===== src/rtl/swin_pkg.sv =====
package swin_pkg;
  typedef enum logic {BD_ZERO = 1'b0, BD_SAVED = 1'b1} bd_src_e;
  typedef enum logic {BE_DUMMY = 1'b0, BE_NBR = 1'b1} be_src_e;
endpackage


===== src/rtl/swin_sched.sv =====
module swin_sched #(
  parameter int WIN_LEN = 16,
  parameter int LEN_W   = 13,
  parameter int SLOT_W  = 9,
  parameter int WL_W    = 5
) (
  input  logic              clk_i,
  input  logic              rst_ni,
  input  logic              start_i,
  input  logic [LEN_W-1:0]  sub_len_i,
  output logic              busy_o,
  output logic              done_o,
  output logic              cyc0_o,
  output logic [SLOT_W-1:0] slot_o,
  output logic [SLOT_W-1:0] nwin_o,
  output logic [WL_W-1:0]   last_len_o
);
  localparam int LOG_WL = $clog2(WIN_LEN);
  localparam int CYC_W  = LOG_WL;

  logic [LEN_W:0]    sum_w, nw_w;
  logic [LEN_W-1:0]  rem_w;
  logic [CYC_W-1:0]  cyc_q;
  logic [SLOT_W-1:0] slot_q, nwin_q, last_slot;
  logic [WL_W-1:0]   last_q;
  logic              busy_q, cyc_end;

  assign sum_w     = {1'b0, sub_len_i} + (LEN_W+1)'(WIN_LEN - 1);
  assign nw_w      = sum_w >> LOG_WL;
  assign rem_w     = sub_len_i - LEN_W'((nw_w - 1'b1) << LOG_WL);
  assign last_slot = nwin_q + SLOT_W'(2);
  assign cyc_end   = (cyc_q == CYC_W'(WIN_LEN - 1));

  always_ff @(posedge clk_i or negedge rst_ni) begin
    if (!rst_ni) begin
      busy_q <= 1'b0;
      slot_q <= '0;
      cyc_q  <= '0;
      nwin_q <= '0;
      last_q <= '0;
    end else if (start_i) begin
      busy_q <= 1'b1;
      slot_q <= '0;
      cyc_q  <= '0;
      nwin_q <= SLOT_W'(nw_w);
      last_q <= WL_W'(rem_w);
    end else if (busy_q) begin
      cyc_q <= cyc_end ? '0 : cyc_q + 1'b1;
      if (cyc_end) begin
        if (slot_q == last_slot) busy_q <= 1'b0;
        else                     slot_q <= slot_q + 1'b1;
      end
    end
  end

  assign busy_o     = busy_q;
  assign done_o     = busy_q && cyc_end && (slot_q == last_slot);
  assign cyc0_o     = busy_q && (cyc_q == '0);
  assign slot_o     = slot_q;
  assign nwin_o     = nwin_q;
  assign last_len_o = last_q;
endmodule


===== src/rtl/swin_bnd_store.sv =====
module swin_bnd_store #(
  parameter int VEC_W = 72
) (
  input  logic             clk_i,
  input  logic             rst_ni,
  input  logic             start_i,
  input  logic             first_iter_i,
  input  logic             ileave_i,
  input  logic [VEC_W-1:0] nbr_alpha_i,
  input  logic             nbr_alpha_vld_i,
  input  logic [VEC_W-1:0] nbr_beta_i,
  input  logic             nbr_beta_vld_i,
  input  logic [VEC_W-1:0] nbr_bd_i,
  input  logic             nbr_bd_vld_i,
  input  logic [VEC_W-1:0] own_bd_i,
  input  logic             own_bd_vld_i,
  output logic [VEC_W-1:0] alpha_rd_o,
  output logic [VEC_W-1:0] beta_rd_o,
  output logic [VEC_W-1:0] nbd_o,
  output logic [VEC_W-1:0] fwd_o,
  output logic             fwd_vld_o
);
  logic             bank_q, wbank;
  logic [VEC_W-1:0] alpha_q [2];
  logic [VEC_W-1:0] beta_q  [2];
  logic [VEC_W-1:0] nbd_q, fwd_q;
  logic             fwd_vld_q;

  // captures on a start cycle belong to the run being started
  assign wbank = start_i ? ileave_i : bank_q;

  always_ff @(posedge clk_i or negedge rst_ni) begin
    if (!rst_ni) begin
      bank_q     <= 1'b0;
      alpha_q[0] <= '0;
      alpha_q[1] <= '0;
      beta_q[0]  <= '0;
      beta_q[1]  <= '0;
      nbd_q      <= '0;
      fwd_q      <= '0;
      fwd_vld_q  <= 1'b0;
    end else begin
      if (start_i) begin
        bank_q <= ileave_i;
        nbd_q  <= '0;
        if (first_iter_i) begin
          alpha_q[ileave_i] <= '0;
          beta_q[ileave_i]  <= '0;
        end
      end
      if (nbr_alpha_vld_i) alpha_q[wbank] <= nbr_alpha_i;
      if (nbr_beta_vld_i)  beta_q[wbank]  <= nbr_beta_i;
      if (nbr_bd_vld_i)    nbd_q          <= nbr_bd_i;
      fwd_vld_q <= own_bd_vld_i;
      if (own_bd_vld_i) fwd_q <= own_bd_i;
    end
  end

  assign alpha_rd_o = alpha_q[bank_q];
  assign beta_rd_o  = beta_q[bank_q];
  assign nbd_o      = nbd_q;
  assign fwd_o      = fwd_q;
  assign fwd_vld_o  = fwd_vld_q;
endmodule


===== src/rtl/swin_init_sel.sv =====
module swin_init_sel import swin_pkg::*; #(
  parameter int WIN_LEN = 16,
  parameter int VEC_W   = 72,
  parameter int SLOT_W  = 9,
  parameter int WL_W    = 5
) (
  input  logic              busy_i,
  input  logic              cyc0_i,
  input  logic [SLOT_W-1:0] slot_i,
  input  logic [SLOT_W-1:0] nwin_i,
  input  logic [WL_W-1:0]   last_len_i,
  input  logic [VEC_W-1:0]  alpha_rd_i,
  input  logic [VEC_W-1:0]  beta_rd_i,
  input  logic [VEC_W-1:0]  nbd_i,
  output logic [WL_W-1:0]   win_len_o,
  output logic              bd_go_o,
  output logic              al_go_o,
  output logic              be_go_o,
  output logic              llr_go_o,
  output logic              bd_src_o,
  output logic [VEC_W-1:0]  bd_init_o,
  output logic              al_load_o,
  output logic [VEC_W-1:0]  al_init_o,
  output logic              be_src_o,
  output logic [VEC_W-1:0]  be_init_o
);
  logic    bd_act, al_act, be_act, llr_act;
  bd_src_e bd_sel;
  be_src_e be_sel;

  always_comb begin
    bd_act  = slot_i < nwin_i;
    al_act  = (slot_i >= SLOT_W'(1)) && (slot_i <= nwin_i);
    be_act  = (slot_i >= SLOT_W'(2)) && (slot_i <= nwin_i + SLOT_W'(1));
    llr_act = (slot_i >= SLOT_W'(3)) && (slot_i <= nwin_i + SLOT_W'(2));
    bd_sel  = (busy_i && slot_i == nwin_i - SLOT_W'(1)) ? BD_SAVED : BD_ZERO;
    be_sel  = (busy_i && slot_i == nwin_i + SLOT_W'(1)) ? BE_NBR : BE_DUMMY;
  end

  assign bd_go_o   = cyc0_i && bd_act;
  assign al_go_o   = cyc0_i && al_act;
  assign be_go_o   = cyc0_i && be_act;
  assign llr_go_o  = cyc0_i && llr_act;

  assign win_len_o = !(busy_i && bd_act) ? '0 :
                     (bd_sel == BD_SAVED) ? last_len_i : WL_W'(WIN_LEN);

  assign bd_src_o  = (bd_sel == BD_SAVED);
  assign bd_init_o = (bd_sel == BD_SAVED) ? beta_rd_i : '0;
  assign al_load_o = busy_i && (slot_i == SLOT_W'(1));
  assign al_init_o = al_load_o ? alpha_rd_i : '0;
  assign be_src_o  = (be_sel == BE_NBR);
  assign be_init_o = (be_sel == BE_NBR) ? nbd_i : '0;
endmodule


===== src/rtl/swin_init_ctrl.sv =====
module swin_init_ctrl #(
  parameter  int WIN_LEN  = 16,
  parameter  int N_STATES = 8,
  parameter  int METRIC_W = 9,
  parameter  int MAX_SUB  = 6144,
  localparam int VEC_W    = N_STATES * METRIC_W,
  localparam int LEN_W    = $clog2(MAX_SUB + 1),
  localparam int MAX_WIN  = (MAX_SUB + WIN_LEN - 1) / WIN_LEN,
  localparam int SLOT_W   = $clog2(MAX_WIN + 4),
  localparam int WL_W     = $clog2(WIN_LEN + 1)
) (
  input  logic              clk_i,
  input  logic              rst_ni,
  input  logic              hi_start_i,
  input  logic              first_iter_i,
  input  logic              ileave_i,
  input  logic [LEN_W-1:0]  sub_len_i,
  input  logic [VEC_W-1:0]  nbr_alpha_i,
  input  logic              nbr_alpha_vld_i,
  input  logic [VEC_W-1:0]  nbr_beta_i,
  input  logic              nbr_beta_vld_i,
  input  logic [VEC_W-1:0]  nbr_bd_i,
  input  logic              nbr_bd_vld_i,
  input  logic [VEC_W-1:0]  own_bd_i,
  input  logic              own_bd_vld_i,
  output logic              busy_o,
  output logic              done_o,
  output logic [SLOT_W-1:0] win_idx_o,
  output logic [WL_W-1:0]   win_len_o,
  output logic              bd_go_o,
  output logic              al_go_o,
  output logic              be_go_o,
  output logic              llr_go_o,
  output logic              bd_src_o,
  output logic [VEC_W-1:0]  bd_init_o,
  output logic              al_load_o,
  output logic [VEC_W-1:0]  al_init_o,
  output logic              be_src_o,
  output logic [VEC_W-1:0]  be_init_o,
  output logic [VEC_W-1:0]  bd_to_prev_o,
  output logic              bd_to_prev_vld_o
);
  logic              go, cyc0;
  logic [SLOT_W-1:0] nwin;
  logic [WL_W-1:0]   last_len;
  logic [VEC_W-1:0]  alpha_rd, beta_rd, nbd;

  assign go = hi_start_i && (sub_len_i != '0);

  swin_sched #(.WIN_LEN(WIN_LEN), .LEN_W(LEN_W), .SLOT_W(SLOT_W), .WL_W(WL_W)) u_sched (
    .clk_i(clk_i), .rst_ni(rst_ni), .start_i(go), .sub_len_i(sub_len_i),
    .busy_o(busy_o), .done_o(done_o), .cyc0_o(cyc0), .slot_o(win_idx_o),
    .nwin_o(nwin), .last_len_o(last_len)
  );

  swin_bnd_store #(.VEC_W(VEC_W)) u_store (
    .clk_i(clk_i), .rst_ni(rst_ni), .start_i(go), .first_iter_i(first_iter_i),
    .ileave_i(ileave_i),
    .nbr_alpha_i(nbr_alpha_i), .nbr_alpha_vld_i(nbr_alpha_vld_i),
    .nbr_beta_i(nbr_beta_i), .nbr_beta_vld_i(nbr_beta_vld_i),
    .nbr_bd_i(nbr_bd_i), .nbr_bd_vld_i(nbr_bd_vld_i),
    .own_bd_i(own_bd_i), .own_bd_vld_i(own_bd_vld_i),
    .alpha_rd_o(alpha_rd), .beta_rd_o(beta_rd), .nbd_o(nbd),
    .fwd_o(bd_to_prev_o), .fwd_vld_o(bd_to_prev_vld_o)
  );

  swin_init_sel #(.WIN_LEN(WIN_LEN), .VEC_W(VEC_W), .SLOT_W(SLOT_W), .WL_W(WL_W)) u_sel (
    .busy_i(busy_o), .cyc0_i(cyc0), .slot_i(win_idx_o), .nwin_i(nwin),
    .last_len_i(last_len), .alpha_rd_i(alpha_rd), .beta_rd_i(beta_rd), .nbd_i(nbd),
    .win_len_o(win_len_o), .bd_go_o(bd_go_o), .al_go_o(al_go_o), .be_go_o(be_go_o),
    .llr_go_o(llr_go_o), .bd_src_o(bd_src_o), .bd_init_o(bd_init_o),
    .al_load_o(al_load_o), .al_init_o(al_init_o), .be_src_o(be_src_o),
    .be_init_o(be_init_o)
  );
endmodule


===== config.mk =====
export PLATFORM = sky130hd
export DESIGN_NAME = swin_init_ctrl
export DESIGN_NICKNAME = d
export VERILOG_FILES = /design/src/rtl/swin_pkg.sv /design/src/rtl/swin_sched.sv /design/src/rtl/swin_bnd_store.sv /design/src/rtl/swin_init_sel.sv /design/src/rtl/swin_init_ctrl.sv
export SDC_FILE = /design/constraint.sdc
export NUM_CORES = 1
export LEC_CHECK = 0
export BUFFER_PORTS_ARGS = -buffer_cell sky130_fd_sc_hd__buf_2
export CAP_MARGIN = 20
export CORE_MARGIN = 10
export CORE_UTILIZATION = 25
export DETAILED_ROUTE_END_ITERATION = 7
export PLACE_DENSITY = 0.51
export SLEW_MARGIN = 20
export SYNTH_ARGS = -nofsm -noshare
export SYNTH_HDL_FRONTEND = slang
export SYNTH_SLANG_ARGS = --single-unit

===== constraint.sdc =====
create_clock -name clk_i -period 3.75 [get_ports clk_i]
set_clock_uncertainty 0.1 [all_clocks]
set_input_delay 0.1875 -clock clk_i [delete_from_list [all_inputs] [get_ports clk_i]]
set_output_delay 0.1875 -clock clk_i [all_outputs]
set_load 0.005 [all_outputs]

==> summary.md, run 1 <==
| Metric | Value |
|---|---|
| Root buf cell | `clkbuf_16` |
| Post-placement cell area | `roughly 27000 um^2` |
| First-pass GRT wire length | `approximately 130000 um` |
| Max_slew headroom | `a little over a third` |
| CP startpoint kind | `flip-flop` |
| Worst slew pin tran | `0.964 ns` |
| Fin nets | `roughly 3700` |
| HP Class | `in2reg` |
| Async S/R FF share, synth | `100%` |
| ANT nets after route | `0` |
| Met1 wire length | `approximately 35000 um` |
| Synth top cells by count | `nand2_1 (768), dfrtp_1 (462), o21ai_1 (264)` |
| Final Hold Viols | `0` |
| Cell Rows | `~110` |
| Metal2 WL | `between 40000 and 50000 um` |
| WP data arrival | `~3.4 ns` |
| Largest net degree at the start of global routing | `102` |
| Routed wire per std cell | `approximately 18 um` |
| Critical path class | `reg2out` |
| Top Metal Used | `met5` |
| Die area | `around 100000 um^2` |
| Req. time, crit path | `between 3 and 4 ns` |
| Antenna violations before repair | `16` |
| Latest clock arrival within the worst-skew pair | `a little over 0.6 ns` |
| Die W | `~320 um` |
| Mapped cell area | `22000 um^2` |
| Hold Crit Depth | `5` |
| Static Leakage | `~16 nW` |
| Post-layout minimum cycle time | `3.65 ns` |
| Area growth, synth to finish | `47.5%` |
| Met3 wire len | `~5100 um` |
| H-tree lvl count | `2` |
| Yosys top cell area share | `52.5%` |
| Fillers | `a little under 9000` |
| Pre-CTS setup slack | `between 0.2 and 0.3 ns` |
| Starting density of the core | `around a quarter` |
| Final Cycle Share | `97.4%` |
| RSZ-0062 raised after global routing | `no` |
| # setup viols final | `0` |
| CP Capture Type | `primary output` |
| Worst Path Max Fanout | `6` |
| Routed Wire Length | `roughly 84000 um` |
| Worst hold slack | `just under 0.07 ns` |
| Most frequent cell after synthesis | `nand2_1` |
| Die Ht | `317 um` |
| Reg2Reg Depth | `12` |
| Status | `complete, no violations` |
| CTS tree | `yes` |
| Num CTS Buffers | `56` |
| Gr ovfl total | `0` |
| Synth Flop Type | `dfrtp_1` |
| Cell taking the most area after synthesis | `dfrtp_1` |
| DRT iter0 DRCs | `1233` |
| Post-Syn Instances | `about 2400` |
| Syn_area_per_cell | `about 9 um^2` |
| I/O pins | `approximately 620` |
| Sink Count | `~460` |
| Vias | `about 20000` |
| Mapped Nets | `2794` |
| Max rail drop VDD | `between 0.3 and 0.4 mV` |
| Seq/Total Area, Yosys | `a little over half` |
| Cell Pwr Density | `between 400 and 500 nW/um^2` |
| Residual DRC | `0` |
| Drt pass-1 iters | `5` |
| Post-synth EDFFs | `0` |
| Final Slew Violations | `0` |
| Maxcap violations | `0` |
| Via density | `4.45` |
| GRT Total Usage | `between 10% and 20%` |
| Port bufs | `a little over 600` |
| GP Congestion | `around 0.86` |
| Clk pin slew, worst setup/hold paths | `about 0.06 ns` |
| Core Box Area | `87000 um^2` |
| YS warnings | `0` |
| Setup TNS | `0 ns` |
| Vias in the first global route | `20900` |
| Synth area leaders | `dfrtp_1 (53%), nand2_1 (13%), mux2i_1 (6.8%)` |
| Final Instance Area | `approximately 32000 um^2` |
| Number of synthesized register bits | `roughly 460` |
| F_max | `274 MHz` |
| Layout cell share with drive strength beyond 1 | `approximately a quarter` |
| Clk buf depth | `3` |
| DP HPWL | `between 50000 and 60000 um` |
| Slack of the critical path | `between 0.09 and 0.1 ns` |
| Synth unique cells | `53` |
-- registers in the layout, indices dropped and copies added (netlist names) --
register and cells:
u_sched.busy_o 1, u_sched.nwin_o 9, u_sched.last_len_o 5, u_store.nbd_o 72, u_store.fwd_o 72, u_sched.slot_o 9, u_sched.cyc_q 4, u_store.bank_q 1
u_store.fwd_vld_o 1, u_store.beta_q 144, u_store.alpha_q 144
-- power breakdown --
part           internal (W)  total (W)  switching, W
Sequential          0.00562    0.00600      0.000374
Combinational       0.00110    0.00236       0.00125
Clock               0.00336    0.00572       0.00235
-- worst max-delay path: stages (launching register included) --
cell and delay (ns):
dfrtp_2 0.46, inv_2 0.11, ha_4 0.14, or4b_4 0.49, or3_4 0.36, a211oi_4 0.31
o2111ai_4 0.19, buf_12 0.21, nor2_2 0.28, buf_2 0.18
-- through the flow --
step	util, %	power [W]	instances
6_report	37.3	0.0141	4592
5_1_grt	37.3	0.0148	4587
4_1_cts	37.0	0.0143	4565
3_5_place_dp	30.7	0.00811	4117
3_3_place_gp	30.7	0.00808	4117
2_1_floorplan	-	0.00718	2449
-- final timing paths --
check / endpoint / startpoint / slack, ns
worst min-delay path: u_store.alpha_q[83] / first_iter_i / 0.07
max in group asynchronous: u_store.beta_q[77] / rst_ni / 2.22
worst max-delay path: bd_init_o[5] / u_sched.nwin_o[1] / 0.1
worst min register to register: u_sched.last_len_o[2] / u_sched.last_len_o[2] / 0.38
min in group asynchronous: u_store.beta_q[113] / rst_ni / 0.14
worst max register to register: u_sched.slot_o[3] / u_sched.nwin_o[5] / 1.09
-- logic make-up after synthesis --
kind of cell	share of synthesized area, %
compound gates	9.86
fa+ha+maj	1.99
xor+xnor	1.69
flops	52.5
mux	10.5
buf+inv	3.42
simple gates	20.0
-- per-layer routing --
layer	global-route usage (%)	up-vias
met5	0	-
met2	27.2	536
met3	3.73	131
met1	19.7	9833
met4	4.92	6
li1	-	9943
-- layout by cell type (no fill, tap or decap), drive strengths merged, types with 2 or more instances in the layout --
| cell type | count |
|---|---|
| nand2 | 768 |
| mux2i | 150 |
| o21ai | 375 |
| clkinv | 15 |
| diode | 13 |
| nand2b | 7 |
| a211oi | 5 |
| or4 | 2 |
| nor3b | 3 |
| o21a | 2 |
| and3 | 3 |
| dlygate4sd3 | 341 |
| inv | 25 |
| nand4 | 13 |
| nor2b | 2 |
| dfrtp | 462 |
| or3 | 3 |
| mux2 | 72 |
| xor2 | 15 |
| buf | 702 |
| clkinvlp | 6 |
| o2111ai | 3 |
| nor4 | 5 |
| a41oi | 2 |
| nor3 | 11 |
| o41ai | 2 |
| and2 | 73 |
| clkbuf | 77 |
| ha | 35 |
| a21oi | 10 |
| nand3 | 17 |
| bufinv | 6 |
| xnor2 | 25 |
| a31oi | 3 |
| nor2 | 164 |
-- area by class of cell --
| class | count | area [um^2] | area share (%) |
|---|---|---|---|
| Sequential cell | 462 | 11600 | 35.6 |
| Multi-Input combinational cell | 1789 | 9870 | 30.4 |
| Timing Repair Buffer | 1046 | 7520 | 23.1 |
| Clock buffer | 75 | 1560 | 4.81 |
| Tap cell | 1155 | 1450 | 4.45 |
| Clock inverter | 29 | 385 | 1.19 |
| Inverter | 23 | 88.8 | 0.274 |
| Antenna cell | 13 | 32.5 | 0.100 |
-- what timing repair did --
action	in CTS	in global routing
setup buffers	2	12
pin swaps	1	4
endpoints found under the setup margin	151	135
resized for setup	23	14
gates cloned	1	2
hold buffers	341	0
endpoints found under the hold margin	533	0
Note: power is estimated with default switching activity, not from simulation.
==> inputs of run 2 (changes only) <==
--- a/config.mk
+++ b/config.mk
@@ -8,9 +8,9 @@
 export BUFFER_PORTS_ARGS = -buffer_cell sky130_fd_sc_hd__buf_2
 export CAP_MARGIN = 20
 export CORE_MARGIN = 10
-export CORE_UTILIZATION = 25
+export CORE_UTILIZATION = 30
 export DETAILED_ROUTE_END_ITERATION = 7
-export PLACE_DENSITY = 0.51
+export PLACE_DENSITY = 0.58
 export SLEW_MARGIN = 20
 export SYNTH_ARGS = -nofsm -noshare
 export SYNTH_HDL_FRONTEND = slang
==> summary.md, run 2 (same netlist as run 1, synthesis figures left out) <==
| Metric | Value |
|---|---|
| Status | `complete, no violations` |
| RR Endpoint | `u_sched.slot_o[4]` |
| Core Box Area | `72800 um^2 (-16%)` |
| Capture point of the worst path | `win_len_o[3]` |
| Vias in the first global route | `20700 (-0.85%)` |
| CTS tree | `yes` |
| H-tree lvl count | `2 (unchanged)` |
| Antenna violations before repair | `12 (-4)` |
| Req. time, crit path | `3.46 ns (about the same)` |
| Gate power share | `17.2% (+0.4 points)` |
| Psw | `0.00379 W (-4.8%)` |
| Critical path class | `reg2out` |
| Root buf cell | `clkbuf_16` |
| Starting density of the core | `30.2% (+4.9 points)` |
| Max incr delay on CP | `0.50 ns (about the same)` |
| F_max | `273 MHz (-0.43%)` |
| Maxcap violations | `0 (unchanged)` |
| Sink Count | `462 (unchanged)` |
| Post-placement cell area | `26500 um^2 (-0.95%)` |
| Layout cell share with drive strength beyond 1 | `26.1% (-0.25 points)` |
| Worst Path Max Fanout | `20 (+14)` |
| RSZ-0062 raised after global routing | `yes` |
| Worst path depth | `10 (+1)` |
| Area growth, synth to finish | `43.6%` |
| Die area | `84600 um^2 (-16%)` |
| Internal cell power | `0.00973 W (-3.6%)` |
| CP startpoint kind | `flip-flop` |
| Die W | `291 um (-8.2%)` |
| Clk buf depth | `3 (unchanged)` |
| Final Slew Violations | `0 (unchanged)` |
| CP max-delay cell | `or4b_4` |
| GP Congestion | `0.861 (+0.29%)` |
| ANT nets after route | `0 (unchanged)` |
| DRT iter0 DRCs | `1585 (+29%)` |
| Die Ht | `291 um (-8.2%)` |
| Top Registers | `u_store.alpha_q: 144 flops, u_store.beta_q: 144 flops` |
| Vias | `20200 (-1.1%)` |
| Cell Chain, Critical Path | `inv_2 -> ha_2 -> or4b_4 -> or3_4 -> a211oi_4 -> o2111ai_4 -> buf_4 -> buf_12 -> nor3_1 -> buf_2` |
| Cell Pwr Density | `428 nW/um^2 (-1.3%)` |
| HP Class | `in2reg` |
| CP Buf/Inv Count | `4 (+1)` |
| Most frequent cells in the layout | `nand2_1 (768), buf_2 (619), dfrtp_1 (454)` |
| Reg2Reg Depth | `11 (-1)` |
| Crit path from | `u_sched.nwin_o[0]` |
| CP delay by family, top | `simple AND/OR/NAND/NOR gates` |
| Max rail drop VDD | `0.361 mV (+5.1%)` |
| Latest clock arrival within the worst-skew pair | `0.60 ns (about the same)` |
| Sw frac | `28.0% (-0.25 points)` |
| I/O pins | `622 (unchanged)` |
| Commonest non-fill, non-tap cell in the layout | `nand2_1` |
| Setup TNS | `0 ns (unchanged)` |
| Sequential Power Share | `44.4% (+1.8 points)` |
| Slack of the critical path | `0.0812 ns (-0.0159 ns)` |
| Overall Power | `0.0135 W (-3.9%)` |
| Final Hold Viols | `0 (unchanged)` |
| Worst R2R Setup Slack | `1.03 ns (-0.06 ns)` |
| Port bufs | `621 (unchanged)` |
| Final Instance Area | `31600 um^2 (-2.6%)` |
| Final Cycle Share | `97.8% (+0.42 points)` |
| Residual DRC | `0 (unchanged)` |
| Routed Wire Length | `80700 um (-3.8%)` |
| Routed wire per std cell | `18.6 um (+1.8%)` |
| Num CTS Buffers | `53 (-5.4%)` |
| Largest net degree at the start of global routing | `119 (+17%)` |
| Worst flop-to-flop path startpoint | `u_sched.nwin_o[6]` |
| GRT Total Usage | `18.2% (+2.3 points)` |
| # setup viols final | `0 (unchanged)` |
| Gr ovfl total | `0 (unchanged)` |
| CP Capture Type | `primary output` |
| Max_slew headroom | `35.3% (-0.44 points)` |
| DP HPWL | `56100 um (-4.8%)` |
| Worst slew pin tran | `0.971 ns (+0.00666 ns)` |
| Via density | `4.66 (+4.7%)` |
| Fin nets | `3677 (-1.2%)` |
| Drt pass-1 iters | `5 (unchanged)` |
| Clk pin slew, worst setup/hold paths | `0.06 ns (about the same)` |
| Pre-CTS setup slack | `0.458 ns (+0.160 ns)` |
| Post-layout minimum cycle time | `3.67 ns (+0.0159 ns)` |
| Cell Rows | `99 (-8.3%)` |
| WP data arrival | `3.38 ns (about the same)` |
| Clock share of power | `38.4% (-2.2 points)` |
| First-pass GRT wire length | `123000 um (-2.3%)` |
| Static Leakage | `15.3 nW (-1.7%)` |
[run 2: cell count changes in the layout (fill, tap and decap cells not counted), sizes merged]
cell / previous run / this run
bufinv: 6 / 2
inv: 25 / 23
dlygate4sd3: 341 / 312
diode: 13 / 6
clkinvlp: 6 / 3
clkinv: 15 / 12
buf: 702 / 688
clkbuf: 77 / 81
[run 2: worst min path at each step]
| stage | start | endpoint | slack (ns) | cells past startpoint |
|---|---|---|---|---|
| 4_1_cts | nbr_beta_vld_i | u_store.beta_q[38] | 0.03 | 5 |
| 3_5_place_dp | rst_ni | u_store.beta_q[39] | 0.16 | 1 |
| 5_1_grt | nbr_beta_vld_i | u_store.beta_q[64] | 0.06 | 4 |
| 3_3_place_gp | rst_ni | u_store.beta_q[39] | 0.16 | 1 |
| 6_report | nbr_beta_vld_i | u_store.beta_q[38] | 0.06 | 5 |
| 2_1_floorplan | rst_ni | u_sched.busy_o | -0.21 | 0 |
[run 2: repair_timing]
item / 4_1_cts / 5_1_grt
cloned: 0 / 4
buffers inserted: 0 / 7
hold endpoints to repair: 515 / 0
gates resized for setup: 5 / 23
pin swaps: 0 / 2
endpoints found under the setup margin: 149 / 150
hold buffers: 312 / 0
[run 2: final cells by class]
type	instances	area, um^2
fillers	7104	41200
flip-flops and latches	462	11600
multi-input cells	1789	9880
repair buffers	1003	7120
clock buffers	79	1580
well taps	959	1200
clock inverters	17	169
inverters	23	87.6
diodes	6	15.0
[run 2: layer usage]
layer / part of all wire (%) / global-route usage [%] / routed length [um] / vias up
li1: - / - / - / 9816
met1: 42 / 23.0 / 33800 / 9646
met2: 48 / 29.8 / 38600 / 581
met3: 6.5 / 4.20 / 5250 / 164
met4: 3.8 / 7.18 / 3030 / 10
met5: 0.069 / 0 / 56 / -
[run 2: per-stage QoR]
stage | instances | hold WS (ns) | utilization, %
2_1_floorplan | 2449 | -0.208 | -
3_3_place_gp | 3913 | 0.159 | 36.4
3_5_place_dp | 3913 | 0.161 | 36.4
4_1_cts | 4321 | 0.0277 | 43.1
5_1_grt | 4336 | 0.0647 | 43.4
6_report | 4338 | 0.0639 | 43.4
[run 2: power by group through the flow]
stage	Combinational, W	Clock [W]	Sequential (W)
global route	0.00260	0.00558	0.00608
CTS	0.00232	0.00536	0.00599
finish	0.00233	0.00520	0.00600
global placement	0.00201	0	0.00607
floorplan	0.00122	0	0.00596
detailed placement	0.00203	0	0.00608
[run 2: worst min-delay path: cells and delay by family]
| kind | cells | cell delay, ns |
|---|---|---|
| and+or+nand+nor | 2 | 0.20 |
| AOI/OAI and AO/OA | 1 | 0.05 |
| muxes | 1 | 0.16 |
| buffers and inverters | 1 | 0.12 |
